File: src/rtl/adc_seq_pkg.sv
package adc_seq_pkg;

  typedef enum logic [2:0] {
    ST_IDLE  = 3'd0,
    ST_SETUP = 3'd1,
    ST_CONV  = 3'd2,
    ST_WAIT  = 3'd3,
    ST_READ  = 3'd4,
    ST_ACQ   = 3'd5
  } seq_st_e;

  // Bits needed to count from zero up to n.
  function automatic int cnt_w(input int n);
    return (n < 2) ? 1 : $clog2(n + 1);
  endfunction

  function automatic int max3(input int a, input int b, input int c);
    int m;
    m = (a > b) ? a : b;
    return (m > c) ? m : c;
  endfunction

  // True in the final cycle of an interval of len cycles counted from 0.
  function automatic logic last_cyc(input int unsigned cnt, input int unsigned len);
    return cnt == len - 1;
  endfunction

endpackage

File: src/rtl/seq_count.sv
module seq_count #(
  parameter int W = 8
) (
  input  logic         clk,
  input  logic         rst_n,
  input  logic         clr,
  input  logic         en,
  output logic [W-1:0] cnt
);

  always_ff @(posedge clk or negedge rst_n) begin
    if (!rst_n)                cnt <= '0;
    else if (clr)              cnt <= '0;
    else if (en && cnt != '1)  cnt <= cnt + 1'b1;
  end

endmodule

File: src/rtl/seq_capture.sv
module seq_capture #(
  parameter int DW = 16
) (
  input  logic          clk,
  input  logic          rst_n,
  input  logic          cap,
  input  logic [DW-1:0] data_i,
  output logic [DW-1:0] result_o,
  output logic          vld_o
);

  always_ff @(posedge clk or negedge rst_n) begin
    if (!rst_n) begin
      result_o <= '0;
      vld_o    <= 1'b0;
    end else begin
      vld_o <= cap;
      if (cap) result_o <= data_i;
    end
  end

endmodule

File: src/rtl/seq_ctrl.sv
module seq_ctrl
  import adc_seq_pkg::*;
#(
  parameter int SEL_START = 0,
  parameter int T_SETUP   = 2,
  parameter int T_PULSE   = 8,
  parameter int T_TIMEOUT = 2000,
  parameter int T_ACQ     = 200,
  parameter int PH_W      = 8,
  parameter int TO_W      = 11
) (
  input  logic            clk,
  input  logic            rst_n,
  input  logic            start_i,
  input  logic            idle_i,
  input  logic [PH_W-1:0] ph_cnt,
  input  logic [TO_W-1:0] to_cnt,
  output seq_st_e         st_o,
  output logic            ph_clr_o,
  output logic            conv_active_o,
  output logic            start_accept_o,
  output logic            busy_rise_o,
  output logic            timeout_evt_o,
  output logic            capture_evt_o,
  output logic            err_o
);

  seq_st_e st, nxt;
  logic    seen_low;

  assign start_accept_o = (st == ST_IDLE) && start_i && idle_i;
  assign busy_rise_o    = (st == ST_WAIT) && seen_low && idle_i;
  assign timeout_evt_o  = (st == ST_WAIT) && !busy_rise_o &&
                          last_cyc(32'(to_cnt), T_TIMEOUT);
  assign capture_evt_o  = (st == ST_READ) && last_cyc(32'(ph_cnt), T_PULSE);
  assign conv_active_o  = (st == ST_CONV) || (st == ST_WAIT);
  assign ph_clr_o       = (nxt != st);
  assign st_o           = st;

  always_comb begin
    nxt = st;
    unique case (st)
      ST_IDLE:  if (start_accept_o) nxt = (SEL_START != 0) ? ST_SETUP : ST_CONV;
      ST_SETUP: if (last_cyc(32'(ph_cnt), T_SETUP)) nxt = ST_CONV;
      ST_CONV:  if (last_cyc(32'(ph_cnt), T_PULSE)) nxt = ST_WAIT;
      ST_WAIT: begin
        if (busy_rise_o)        nxt = ST_READ;
        else if (timeout_evt_o) nxt = ST_IDLE;
      end
      ST_READ:  if (capture_evt_o) nxt = ST_ACQ;
      ST_ACQ:   if (last_cyc(32'(ph_cnt), T_ACQ)) nxt = ST_IDLE;
      default:  nxt = ST_IDLE;
    endcase
  end

  always_ff @(posedge clk or negedge rst_n) begin
    if (!rst_n) begin
      st       <= ST_IDLE;
      seen_low <= 1'b0;
      err_o    <= 1'b0;
    end else begin
      st <= nxt;
      if (start_accept_o)                seen_low <= 1'b0;
      else if (conv_active_o && !idle_i) seen_low <= 1'b1;
      if (timeout_evt_o)                 err_o <= 1'b1;
      else if (start_accept_o)           err_o <= 1'b0;
    end
  end

endmodule

File: src/rtl/adc_conv_seq.sv
module adc_conv_seq
  import adc_seq_pkg::*;
#(
  parameter int SEL_START = 0,
  parameter int DATA_W    = 16,
  parameter int T_SETUP   = 2,
  parameter int T_PULSE   = 8,
  parameter int T_RC_MAX  = 600,
  parameter int T_TIMEOUT = 2000,
  parameter int T_ACQ     = 200
) (
  input  logic              clk,
  input  logic              rst_n,
  input  logic              start_i,
  input  logic              adc_idle_i,
  input  logic [DATA_W-1:0] adc_data_i,
  output logic              adc_sel_n_o,
  output logic              adc_cnv_n_o,
  output logic [DATA_W-1:0] result_o,
  output logic              result_vld_o,
  output logic              timeout_err_o
);

  localparam int PH_W = cnt_w(max3(T_SETUP, T_PULSE, T_ACQ));
  localparam int TO_W = cnt_w(T_TIMEOUT);

  seq_st_e         st;
  logic [PH_W-1:0] ph_cnt;
  logic [TO_W-1:0] to_cnt;
  logic            ph_clr, conv_active;
  logic            start_accept, busy_rise, timeout_evt, capture_evt;

  seq_ctrl #(
    .SEL_START(SEL_START), .T_SETUP(T_SETUP), .T_PULSE(T_PULSE),
    .T_TIMEOUT(T_TIMEOUT), .T_ACQ(T_ACQ), .PH_W(PH_W), .TO_W(TO_W)
  ) u_ctrl (
    .clk(clk), .rst_n(rst_n), .start_i(start_i), .idle_i(adc_idle_i),
    .ph_cnt(ph_cnt), .to_cnt(to_cnt), .st_o(st), .ph_clr_o(ph_clr),
    .conv_active_o(conv_active), .start_accept_o(start_accept),
    .busy_rise_o(busy_rise), .timeout_evt_o(timeout_evt),
    .capture_evt_o(capture_evt), .err_o(timeout_err_o)
  );

  // Cycles spent in the current state.
  seq_count #(.W(PH_W)) u_phase (
    .clk(clk), .rst_n(rst_n), .clr(ph_clr), .en(1'b1), .cnt(ph_cnt)
  );

  // Cycles since the conversion pulse began.
  seq_count #(.W(TO_W)) u_watch (
    .clk(clk), .rst_n(rst_n), .clr(start_accept), .en(conv_active), .cnt(to_cnt)
  );

  seq_capture #(.DW(DATA_W)) u_cap (
    .clk(clk), .rst_n(rst_n), .cap(capture_evt), .data_i(adc_data_i),
    .result_o(result_o), .vld_o(result_vld_o)
  );

  assign adc_cnv_n_o = !((st == ST_SETUP) || (st == ST_CONV));

  generate
    if (SEL_START != 0) begin : g_sel_start
      assign adc_sel_n_o = !((st == ST_CONV) || (st == ST_READ));
    end else begin : g_strobe_start
      assign adc_sel_n_o = 1'b0;
    end
  endgenerate

endmodule

File: config.mk
export PLATFORM = sky130hd
export DESIGN_NAME = adc_conv_seq
export DESIGN_NICKNAME = d
export VERILOG_FILES = /design/src/rtl/adc_seq_pkg.sv /design/src/rtl/seq_count.sv /design/src/rtl/seq_capture.sv /design/src/rtl/seq_ctrl.sv /design/src/rtl/adc_conv_seq.sv
export SDC_FILE = /design/constraint.sdc
export NUM_CORES = 1
export LEC_CHECK = 0
export ABC_AREA = 1
export ABC_CLOCK_PERIOD_IN_PS = 2000
export BUFFER_PORTS_ARGS = -buffer_cell sky130_fd_sc_hd__clkbuf_2
export CAP_MARGIN = 40
export CORE_AREA = 2 2 73 82
export DETAILED_ROUTE_END_ITERATION = 6
export DIE_AREA = 0 0 75 84
export GPL_TIMING_DRIVEN = 0
export PLACE_DENSITY = 0.62
export SLEW_MARGIN = 20
export SYNTH_ARGS = -nofsm -noshare
export SYNTH_HDL_FRONTEND = slang
export SYNTH_SLANG_ARGS = --single-unit
File: constraint.sdc
create_clock -name clk -period 2 [get_ports clk]
set_clock_uncertainty 0.05 [all_clocks]
set_input_delay 0.3 -clock clk [delete_from_list [all_inputs] [get_ports clk]]
set_output_delay 0.3 -clock clk [all_outputs]
set_load 0.02 [all_outputs]
Yosys cells after proc, flatten, opt, wreduce, memory -nomap -nowiden
Index checks and enable logic that the tools add are counted.

Add/sub/neg operators: 2. Multipliers: 0. Divide/modulo/power cells: 0. Order comparisons: 0. Equal/unequal tests: 12. Shifts and indexed selects: 0. Mux-type cells: 16. Bitwise gates (word level): 0. Reductions and logical operators: 19.

Operator list (count): $mux 11 (2); $mux 3 (7); $pmux 3 s6 (1); $mux 8 (2); $add 11x1->11 const B (1); $eq 11x11->1 const B (1); $ne 11x11->1 const B (1); $logic_and 1x1->1 (9); $add 8x1->8 const B (1); $eq 8x1->1 const B (1); $eq 8x3->1 const B (1); $eq 8x8->1 const B (1); $ne 8x8->1 const B (1); $reduce_bool 2->1 (4); $eq 3x2->1 const B (2); $eq 3x3->1 const B (2); $mux 1 (4); $eq 3x1->1 const B (1); $logic_not 1->1 (3); $logic_not 3->1 (1); $ne 3x3->1 (1); $logic_or 1x1->1 (2).

Bits in registers: 41. Latch bits: 0. Memory bits (writable): 0. Memory bits (read-only): 0. Bits of input ports: 20. Output and inout port bits: 20. Word-level logic and storage cells: 56. Memories kept: 0.

Logic depth before layout (Yosys ltp)
Gate-level depths: netlist (run 1).

Word-level depth: 11. Gate-level depth with buffers: 11. Gate-level depth less buffers: 11.

Modules after synthesis
Synthesis (run 1) repeated with hierarchy kept, for this count alone.

Cell total of the unflattened synthesis: 324. Area total of the unflattened synthesis: 2416.1 µm².

Modules (own cells, without submodules): seq_count (u_watch) (instances 1, cells an instance 93, area an instance 701.9 µm², sequential area each 275.3 µm²); seq_capture (instances 1, cells an instance 69, area an instance 669.4 µm², sequential area each 425.4 µm²); seq_count (u_phase) (instances 1, cells an instance 74, area an instance 511.7 µm², sequential area each 200.2 µm²); seq_ctrl (instances 1, cells an instance 79, area an instance 489.2 µm², sequential area each 125.1 µm²); adc_conv_seq (instances 1, cells an instance 9, area an instance 43.8 µm², sequential area each 0.0 µm²).

Worst setup path before layout (run 1)
Ideal clock, no wire load.

Path kind: register to register. Start: register u_phase.cnt[0]. End: register u_phase.cnt[4]. Setup time: 120 ps. Arrival time: 1334 ps. Data required time: 1830 ps. Slack: 496 ps. Stages on the path, launching flop included: 10. Path buffers: 0. Clock period less this slack: 1504 ps. Cells stage by stage: dfrtp_1 > ha_1 > nand2_1 > inv_1 > nand4_2 > inv_2 > nor2_1 > nand2_1 > xor2_1 > nor2_2.

Cells in the longest elaborated chain, start to end: 6. Elaborated cells on any way between the ends: 15. Those cells by class: add/sub: 1; eq/ne: 5; mux: 7; reduce/logical: 2.

Ends and longest elaborated chain: start, declared (RTL line seq_count.sv:8) `output logic [W-1:0] cnt`; start signal, assigned (RTL line seq_count.sv:14) `else if (en && cnt != '1) cnt <= cnt + 1'b1;`; $eq 8x3->1 (RTL line adc_seq_pkg.sv:25) `return cnt == len - 1;`; $logic_and 1x1->1 (RTL line seq_ctrl.sv:35) `assign capture_evt_o = (st == ST_READ) && last_cyc(32'(ph_cnt), T_PULSE);`; $mux 3 (RTL line seq_ctrl.sv:50) `ST_READ: if (capture_evt_o) nxt = ST_ACQ;`; $pmux 3 s6 (RTL line seq_ctrl.sv:42) `unique case (st)`; $ne 3x3->1 (RTL line seq_ctrl.sv:37) `assign ph_clr_o = (nxt != st);`; $mux 8 or $reduce_bool 2->1 (tied branches).

Parallel ways exist; a longest one is shown, timed or not. The select of a mux whose other input is x is not followed. A chain may end at the register's enable or synchronous reset.

Worst setup path in the final report (run 1)
Start: register u_ctrl.st[2] (netlist: u_ctrl.st_o[2]). End: output port adc_cnv_n_o.

Cells in the longest elaborated chain, start to end: 3. Elaborated cells on any way between the ends: 4. Those cells by class: eq/ne: 2; reduce/logical: 2.

Ends and longest elaborated chain: start, declared (RTL line seq_ctrl.sv:28) `seq_st_e st, nxt;`; start signal, assigned (RTL line seq_ctrl.sv:62) `st <= nxt;`; $eq 3x1->1 or $eq 3x2->1 (tied branches) (RTL line adc_conv_seq.sv:59) `assign adc_cnv_n_o = !((st == ST_SETUP) || (st == ST_CONV));`; $logic_or 1x1->1 * (RTL line adc_conv_seq.sv:59); $logic_not 1->1 * (RTL line adc_conv_seq.sv:59); end, declared (RTL line adc_conv_seq.sv:18) `output logic adc_cnv_n_o,`.

Every way passes the cells marked *; elsewhere a longest branch is shown, timed or not.

==> results.yml, run 1 <==
logic_synthesis:
  ys_ff_latch: 41
  synthCells: 262
  ys_seq_area_share_pct: 48.3
  synthFlopType: "dfrtp_1"
  syn_nets: 285
  yosysUniqueCellTypes: 30
  synth_edf_count: 0
  avgSynthCellArea_sq_um: 8.10
  yosysWarnings: 0
  synth_area_sq_um: 2120
  synthArstFlopShare_pct: 100
drt:
  dr_total_vias: 1706
  vias_per_cell: 4.41
  final_antenna_net_count: 0
  drc: 0
  drt_wl_total_mm: 4.15
  drt-pass1-iter-count: 4
  drt_iter0_markers: 76
  wire_per_inst_um: 10.7
critical_path:
  startpoint_type: "flip-flop"
  worstPathRequired_ps: 1650
  cp_max_fo: 4
  worst-setup-path-type: "reg2out"
  critPathCaptureType: "output port"
  worstPathArrival_ps: 1520
sta:
  slew_headroom_pct: 64.6
  timing.hold.ws_ps: 148
  rsz0062_at_grt: "false"
  tightest_slew_ps: 532
  final.setup.tns_ps: 0
  fmax_mhz: 534
  setup_slack_ps: 129
  min_period_ps: 1870
  drv_slew: 0
  setup-violations-final: 0
  hold_violations: 0
  period_share_pct: 93.6
finish:
  n_antenna_cell: 0
  final_cell_mix: "nand2_1 (82), dfrtp_1 (41), clkbuf_2 (38)"
  drive_gt1_share_pct: 29.0
  area_delta_synth_final_pct: 20.7
  fin_cells: 387
  fin_nets: 332
  fin_util_pct: 46.2
  layout_commonest_cell: "nand2_1"
  final_cell_area_sq_um: 2560
place:
  io_buffers: 38
  place_area_sq_um: 2440
  preCtsSetupSlack_ps: 294
  dp_hpwl_mm: 3.19
  dp.cells: 378
  gp_congestion: 0.770
global_route:
  grt_pass1_wl_mm: 7.13
  grt_pass1_vias: 1597
  antenna_found_initial: 0
  grt_overflow: 0
  grt_usage_pct: 14.5
  grt_max_degree: 24
clock_tree:
  cts_setup_buffers: 0
  worstSkewPairLatency_ps: 290
  cts_htree_levels: 2
  path_clk_slew_ps: 80
  ctsHoldBuffers: 1
  cts_max_path_buffers: 2
  cts_tree: "done"
  numClockSinks: 41
  clockRootBuffer: "clkbuf_8"
  numCtsBuffers: 5
  cts_resized: 0
pwr:
  leakagePower_nw: 1.26
  total_power_mw: 2.82
  peakVddDrop_uv: 485
  powerDensity_nw_per_um2: 1100
outcome:
  status: "finished, final reports clean"
worst_hold_path:
  hold_class: "in2reg"
die:
  fp.dieH_um: 84
  io_pins: 40
  die_w_um: 75
  start_util_pct: 38.2
  core-area_sq_um: 5550
  dieArea_sq_um: 6300
  rows: 29
run:
  maxCapViolations: 0
[critical path, cell delays in order (launching register included)]
cell	delay, ps
dfrtp_1	450
inv_2	70
nand2_1	110
nor2_1	90
or2_2	300
inv_1	50
clkbuf_2	160
[cells by family after synthesis]
family / count (synthesis) / share of synthesized area, %
other cells: 1 / 0.177
compound gates: 24 / 6.48
buf+inv: 33 / 6.42
fa+ha+maj: 3 / 1.77
simple gates: 155 / 34.8
xor+xnor: 5 / 2.06
flops: 41 / 48.3
[synth_stat cells, types with 3 or more instances]
master,count,area share (%)
dfrtp_1,41,48
nor2_2,14,4.1
nor2_1,16,2.8
nor3_1,7,1.6
inv_2,8,1.4
buf_4,3,1.1
ha_1,3,1.8
nand2_2,5,1.5
nand2_1,82,14
nand3_1,18,4.2
inv_1,21,3.7
xor2_1,4,1.6
o21ai_0,13,3.1
a21oi_1,5,1.2
[layer usage]
metal / routed length [um] / up-vias / part of all wire [%] / track usage, %
met4: 35 / 0 / 0.84 / 3.90
met2: 1750 / 33 / 42 / 21.1
met1: 2150 / 744 / 52 / 20.8
met3: 209 / 4 / 5.0 / 4.11
met5: 0 / - / 0 / 0
li1: - / 925 / - / -
[worst paths after layout]
path / from / end / slack (ps) / cells after the start
worst max-delay path: u_ctrl.st_o[2] / adc_cnv_n_o / 130 / 6
worst min-delay path: adc_data_i[8] / u_cap.result_o[8] / 150 / 3
worst max register to register: u_watch.cnt[0] / u_watch.cnt[5] / 280 / 9
worst min register to register: u_cap.result_o[14] / u_cap.result_o[14] / 440 / 2
max in group asynchronous: rst_n / u_cap.result_o[6] / 950 / 3
min in group asynchronous: rst_n / u_ctrl.st_o[2] / 460 / 2
[flip-flops by register name, summed over array words and instances (netlist names)]
| name | count |
|---|---|
| u_cap.vld_o | 1 |
| u_phase.cnt | 8 |
| u_watch.cnt | 11 |
| u_ctrl.st_o | 3 |
| u_ctrl.err_o | 1 |
| u_cap.result_o | 16 |
| u_ctrl.seen_low | 1 |
[layout make-up]
cell class | instances | area (sq um)
buffer | 4 | 27.5
clock buffer | 5 | 68.8
clock inverter | 3 | 46.3
fill | 576 | 2990
inverter | 29 | 109
multi-input combinational | 188 | 961
sequential | 41 | 1030
tap | 77 | 96.3
timing repair buffer | 40 | 228
[where the power goes]
part	internal, mW	leakage, nW	switching [mW]
clock	0.374	0.0543	0.298
sequential	0.992	0.470	0.163
combinational	0.343	0.732	0.646
total	1.71	1.26	1.11
Note: power is estimated with default switching activity, not from simulation.
==> run 2: changes to the inputs <==
- CORE_AREA: 2 2 73 82 -> 2 2 78 87
- DIE_AREA: 0 0 75 84 -> 0 0 80 89
- PLACE_DENSITY: 0.62 -> 0.61
- SYNTH_HIERARCHICAL: not set -> 1
==> run 2 against run 1 <==
  * Fmax is 2.7% higher
  * Clock power is 23% higher
  * Cell count is 18% higher
  * Flip-flop and latch count stayed put
  * Largest cell class is now multi-input gates
  * Sequential share of layout area is 4.8 points lower
  * Largest power group unchanged
  * Total power is 5.5% higher
  * Synthesized cell count is 24% higher
==> results.yml, run 2 <==
finish:
  n_antenna_cell: 0
  fin_nets: 397
  drive_gt1_share_pct: 27.9
  area_delta_synth_final_pct: 20.9
  reg_top3: "u_cap/result_o: 16 flops, u_watch/cnt: 11 flops, u_phase/cnt: 8 flops"
  final_cell_mix: "nand2_1 (114), clkbuf_2 (38), dfrtp_1 (38)"
  fin_util_pct: 47.4
  layout_commonest_cell: "nand2_1"
  final_cell_area_sq_um: 2920
  largest_reg_flops: 16
  largest-register: "u_cap/result_o"
logic_synthesis:
  synth_edf_count: 0
  yosysWarnings: 6
  synthCells: 324
  yosysTopAreaCell: "dfrtp_1"
  synthArstFlopShare_pct: 100
  synthTopCellsByCount: "nand2_1 (115), dfrtp_1 (41), inv_1 (34)"
  synth_area_sq_um: 2420
  ys_seq_area_share_pct: 42.5
  avgSynthCellArea_sq_um: 7.46
  yosysUniqueCellTypes: 32
  ys_ff_latch: 41
  synth_top_cells_by_area: "dfrtp_1 (42%), nand2_1 (18%), nand3_1 (6.2%)"
  synthFlopType: "dfrtp_1"
  yosysMostFrequentCell: "nand2_1"
  synth_top_area_share_pct: 42.5
critical_path:
  worstPathArrival_ps: 1960
  critPathCaptureType: "flip-flop"
  rr_endpoint: "u_phase/cnt[3]"
  worst-setup-path-type: "reg2reg"
  startpoint_type: "flip-flop"
  worstPathRequired_ps: 2140
  r2r_start: "u_ctrl/st_o[2]"
  rrSetupSlack_ps: 180
  cp_max_fo: 7
  reg2reg_depth: 12
clock_tree:
  clockRootBuffer: "clkbuf_8"
  numCtsBuffers: 5
  cts_max_path_buffers: 2
  numClockSinks: 41
  cts_tree: "done"
  worstSkewPairLatency_ps: 300
  cts_htree_levels: 2
  path_clk_slew_ps: 90
global_route:
  grt-busiest-layer: "met2"
  grt_pass1_vias: 2032
  antenna_found_initial: 0
  grt_usage_pct: 15.5
  use_met1_pct: 19.0
  grt_max_degree: 28
  grt_pass1_wl_mm: 8.72
  grt_overflow: 0
  met3_usage_pct: 3.43
  grt.met2_usage_pct: 27.0
die:
  rows: 30
  dieArea_sq_um: 7120
  die_w_um: 80
  core-area_sq_um: 6160
  io_pins: 40
  fp.dieH_um: 89
  start_util_pct: 39.2
pwr:
  power_switching_mw: 1.14
  leakagePower_nw: 1.41
  clkPwrFrac_pct: 27.8
  seq_power_share_pct: 39.2
  powerDensity_nw_per_um2: 1020
  total_power_mw: 2.97
  combPwrFrac_pct: 33.0
  peakVddDrop_uv: 396
  switching_share_pct: 38.4
  internal-power_mw: 1.83
worst_hold_path:
  whs_path_depth: 3
  min_to: "u_cap/result_o[12]"
  hold_class: "in2reg"
  min_from: "adc_data_i[12]"
sta:
  setup-violations-final: 0
  fmax_mhz: 549
  setup_slack_ps: 178
  hold_violations: 0
  drv_slew: 0
  period_share_pct: 91.1
  min_period_ps: 1820
place:
  place_area_sq_um: 2730
  dp_hpwl_mm: 3.76
  io_buffers: 38
  gp_congestion: 0.835
  preCtsSetupSlack_ps: -6.52
drt:
  vias_per_cell: 4.62
  drt_wl_total_mm: 5.06
  dr_total_vias: 2107
  drc: 0
  wire_per_inst_um: 11.1
  drt_iter0_markers: 105
  drt-pass1-iter-count: 4
  final_antenna_net_count: 0
run:
  maxCapViolations: 0
outcome:
  status: "finished, final reports clean"
run 2: cell types whose count changed in the layout (fill, tap and decap cells not counted), sizes merged, moves of 8 or more:
cell   change
nand3     +15
o21ai      -8
nand2     +43
inv       +12
run 2: routing by layer:
metal | vias to the layer above | share of wire [%]
li1 | 1098 | -
met1 | 963 | 46
met2 | 40 | 49
met3 | 6 | 3.8
met4 | 0 | 1.1
met5 | - | 0
run 2: timing repair:
item                                   in CTS  in global routing
hold buffers                                1                  0
endpoints found under the hold margin      14                  0
pin swaps                                   0                  1
gates resized for setup                     1                  8
setup endpoints to repair                   1                  7
buffers inserted                            0                  2
run 2: critical path: stages, from the launching register on:
cell      delay, ps
dfrtp_1         420
inv_2           130
nand3_1         130
nor2_4          210
nor2_1           80
nand4_1          90
nand2_1          90
nand3_4         150
inv_4            60
nand2_4         110
clkinv_4         80
nand2_1          60
nand2_1          50
run 2: final cells by class:
| cell class | instances | area (sq um) |
|---|---|---|
| Sequential cell | 41 | 1030 |
| Tap cell | 80 | 100 |
| Clock inverter | 3 | 68.8 |
| Timing Repair Buffer | 42 | 235 |
| Clock buffer | 5 | 68.8 |
| Multi-Input combinational cell | 239 | 1200 |
| Fill cell | 625 | 3240 |
| Inverter | 41 | 166 |
| Buffer | 5 | 55.1 |
run 2: power by group through the flow:
stage | clock [mW] | combinational, mW | sequential (mW)
detailed placement | 0 | 0.930 | 1.17
CTS | 0.848 | 0.938 | 1.16
floorplan | 0 | 0.724 | 1.14
global placement | 0 | 0.910 | 1.17
global route | 0.891 | 1.11 | 1.19
finish | 0.824 | 0.979 | 1.17
run 2: per-stage QoR:
step | setup TNS, ps | hold WS [ps] | std cells
floorplan | 0 | -45.6 | 326
global placement | 0 | 406 | 444
detailed placement | -12.5 | 209 | 445
CTS | 0 | 138 | 454
global route | -0.178 | 146 | 456
finish | 0 | 149 | 456
run 2: kinds of logic after synthesis:
kind of cell / synth area share [%]
AO/OA/AOI/OAI: 5.33
flip-flops: 42.5
AND/OR/NAND/NOR: 40.7
adder cells (fa/ha/maj): 1.04
other: 0.311
buffers and inverters: 9.06
XOR/XNOR: 1.09
run 2: worst max-delay path by stage:
stage,startpoint,to,slack (ps),cells past startpoint
2_1_floorplan,u_phase/cnt[5],u_phase/cnt[3],330,14
3_3_place_gp,u_ctrl/st_o[1],u_phase/cnt[6],30,12
3_5_place_dp,u_ctrl/st_o[1],u_phase/cnt[2],-7,12
4_1_cts,u_phase/cnt[5],u_phase/cnt[3],20,15
5_1_grt,u_phase/cnt[4],u_phase/cnt[3],-0.2,15
6_report,u_ctrl/st_o[2],u_phase/cnt[3],180,12
==> run 3: changes to the inputs <==
- CORE_AREA: 2 2 78 87 -> 2 2 111 81
- CTS_BUF_LIST: not set -> sky130_fd_sc_hd__clkbuf_8
- DIE_AREA: 0 0 80 89 -> 0 0 113 83
- PLACE_DENSITY: 0.61 -> 0.5
==> run 3 against run 2 <==
  * Non-clock buffer count grew 2
  * Via count shrank 0.81%
  * Global-route usage decreased by 3.8 points
  * Final area grew 0.30%
  * Critical endpoint unchanged
  * Sequential power hardly changed
  * The run now ends with DRC, hold timing left
==> results.yml, run 3 (synthesized netlist as in run 2, its figures left out) <==
outcome:
  status: "complete, but fails checks"
  violations: "DRC, hold timing"
die:
  dieArea_sq_um: 9380
  start_util_pct: 29.2
  rows: 28
  fp.dieH_um: 83
  io_pins: 40
  die_w_um: 113
  core-area_sq_um: 8270
place:
  preCtsSetupSlack_ps: -43.7
  gp_congestion: 0.832
  io_buffers: 38
  dp_hpwl_mm: 3.91
clock_tree:
  cts_max_path_buffers: 2
  numClockSinks: 41
  worstSkewPairLatency_ps: 280
  cts_tree: "done"
  cts_htree_levels: 2
  path_clk_slew_ps: 80
  clockRootBuffer: "clkbuf_8"
  ctsHoldBuffers: 0
  numCtsBuffers: 5
critical_path:
  rr_endpoint: "u_phase/cnt[3]"
  worstPathArrival_ps: 1950
  rrSetupSlack_ps: 180
  r2r_start: "u_ctrl/st_o[0]"
  critPathCaptureType: "flip-flop"
  startpoint_type: "flip-flop"
  worst-setup-path-type: "reg2reg"
  worstPathRequired_ps: 2130
  reg2reg_depth: 12
  cp_max_fo: 7
global_route:
  grt_overflow: 0
  grt_pass1_wl_mm: 9.08
  grt_usage_pct: 11.7
  grt_max_degree: 42
  antenna_found_initial: 0
  grt_pass1_vias: 1909
sta:
  min_period_ps: 1820
  setup-violations-final: 0
  fmax_mhz: 549
  tightest_slew_ps: 585
  timing.hold.ws_ps: -24.7
  final.setup.tns_ps: 0
  period_share_pct: 91.1
  hold_violations: 25
  drv_slew: 0
  setup_slack_ps: 178
  rsz0062_at_grt: "false"
  slew_headroom_pct: 61.0
drt:
  drt_wl_total_mm: 5.28
  vias_per_cell: 4.33
  drc: 7
  drt_iter0_markers: 98
  final_antenna_net_count: 0
  wire_per_inst_um: 10.9
  dr_total_vias: 2090
  drt-pass1-iter-count: 6
finish:
  nFillCells: 866
  reg_top3: "u_cap/result_o: 16 flops, u_watch/cnt: 11 flops, u_phase/cnt: 8 flops"
  layout_commonest_cell: "nand2_1"
  largest_reg_flops: 16
  area_delta_synth_final_pct: 21.2
  final_cell_mix: "nand2_1 (115), clkbuf_2 (37), dfrtp_1 (35)"
  largest-register: "u_cap/result_o"
  fin_nets: 399
  n_antenna_cell: 0
  drive_gt1_share_pct: 29.6
pwr:
  total_power_mw: 2.81
  leakagePower_nw: 1.39
  powerDensity_nw_per_um2: 958
  peakVddDrop_uv: 391
run:
  maxCapViolations: 0
worst_hold_path:
  hold_class: "in2async"
## run 3: report_power, final
part / switching, mW / internal (mW) / total (mW)
clock network: 0.283 / 0.280 / 0.563
logic: 0.655 / 0.422 / 1.08
registers: 0.193 / 0.974 / 1.17
total: 1.13 / 1.68 / 2.81
## run 3: what timing repair did
item | in CTS | in global routing
setup endpoints to repair | 7 | 7
gates resized for setup | 2 | 12
hold endpoints to repair | 0 | 0
buffers inserted | 0 | 6
## run 3: how the worst max path moves through the flow
stage / startpoint / to / slack [ps] / cells past startpoint
after global placement: u_watch/cnt[5] / u_phase/cnt[6] / -60 / 13
after floorplan: u_phase/cnt[5] / u_phase/cnt[3] / 330 / 14
after global routing: u_phase/cnt[5] / u_phase/cnt[6] / 20 / 15
final: u_ctrl/st_o[0] / u_phase/cnt[3] / 180 / 12
after CTS: u_watch/cnt[5] / u_phase/cnt[3] / 4 / 13
after detailed placement: u_watch/cnt[5] / u_phase/cnt[2] / -40 / 13
## run 3: layout make-up
type,count,area (sq um),area share [%]
Multi-Input combinational cell,239,1210,41.3
Sequential cell,41,1030,35.3
Timing Repair Buffer,44,238,8.12
Inverter,41,166,5.68
Tap cell,105,131,4.49
Clock buffer,6,82.6,2.82
Buffer,5,55.1,1.88
Clock inverter,2,13.8,0.470
## run 3: layer usage
metal	vias to the layer above	wire length [um]	global-route usage [%]
met3	2	254	2.85
met2	45	2170	16.8
li1	1105	-	-
met5	-	0	0
met1	938	2820	17.5
met4	0	34	2.99
## run 3: critical path, cell delays in order, from the launching register on
cell	delay, ps
dfrtp_1	450
inv_2	130
nand2_2	90
nor2_4	210
nor2_1	90
nand4_1	90
nand2_1	90
nand3_4	140
inv_4	60
nand2_4	120
clkinv_4	80
nand2_1	60
nand2_1	50
## run 3: stage by stage
stage	cells	cell area, sq um	utilization, %	hold slack, ps
after floorplan	326	2420	-	-45.6
after global placement	469	2750	33.2	405
after detailed placement	469	2750	33.2	329
after CTS	477	2850	34.5	3.08
after global routing	483	2930	35.4	21.0
final	483	2930	35.4	-24.7
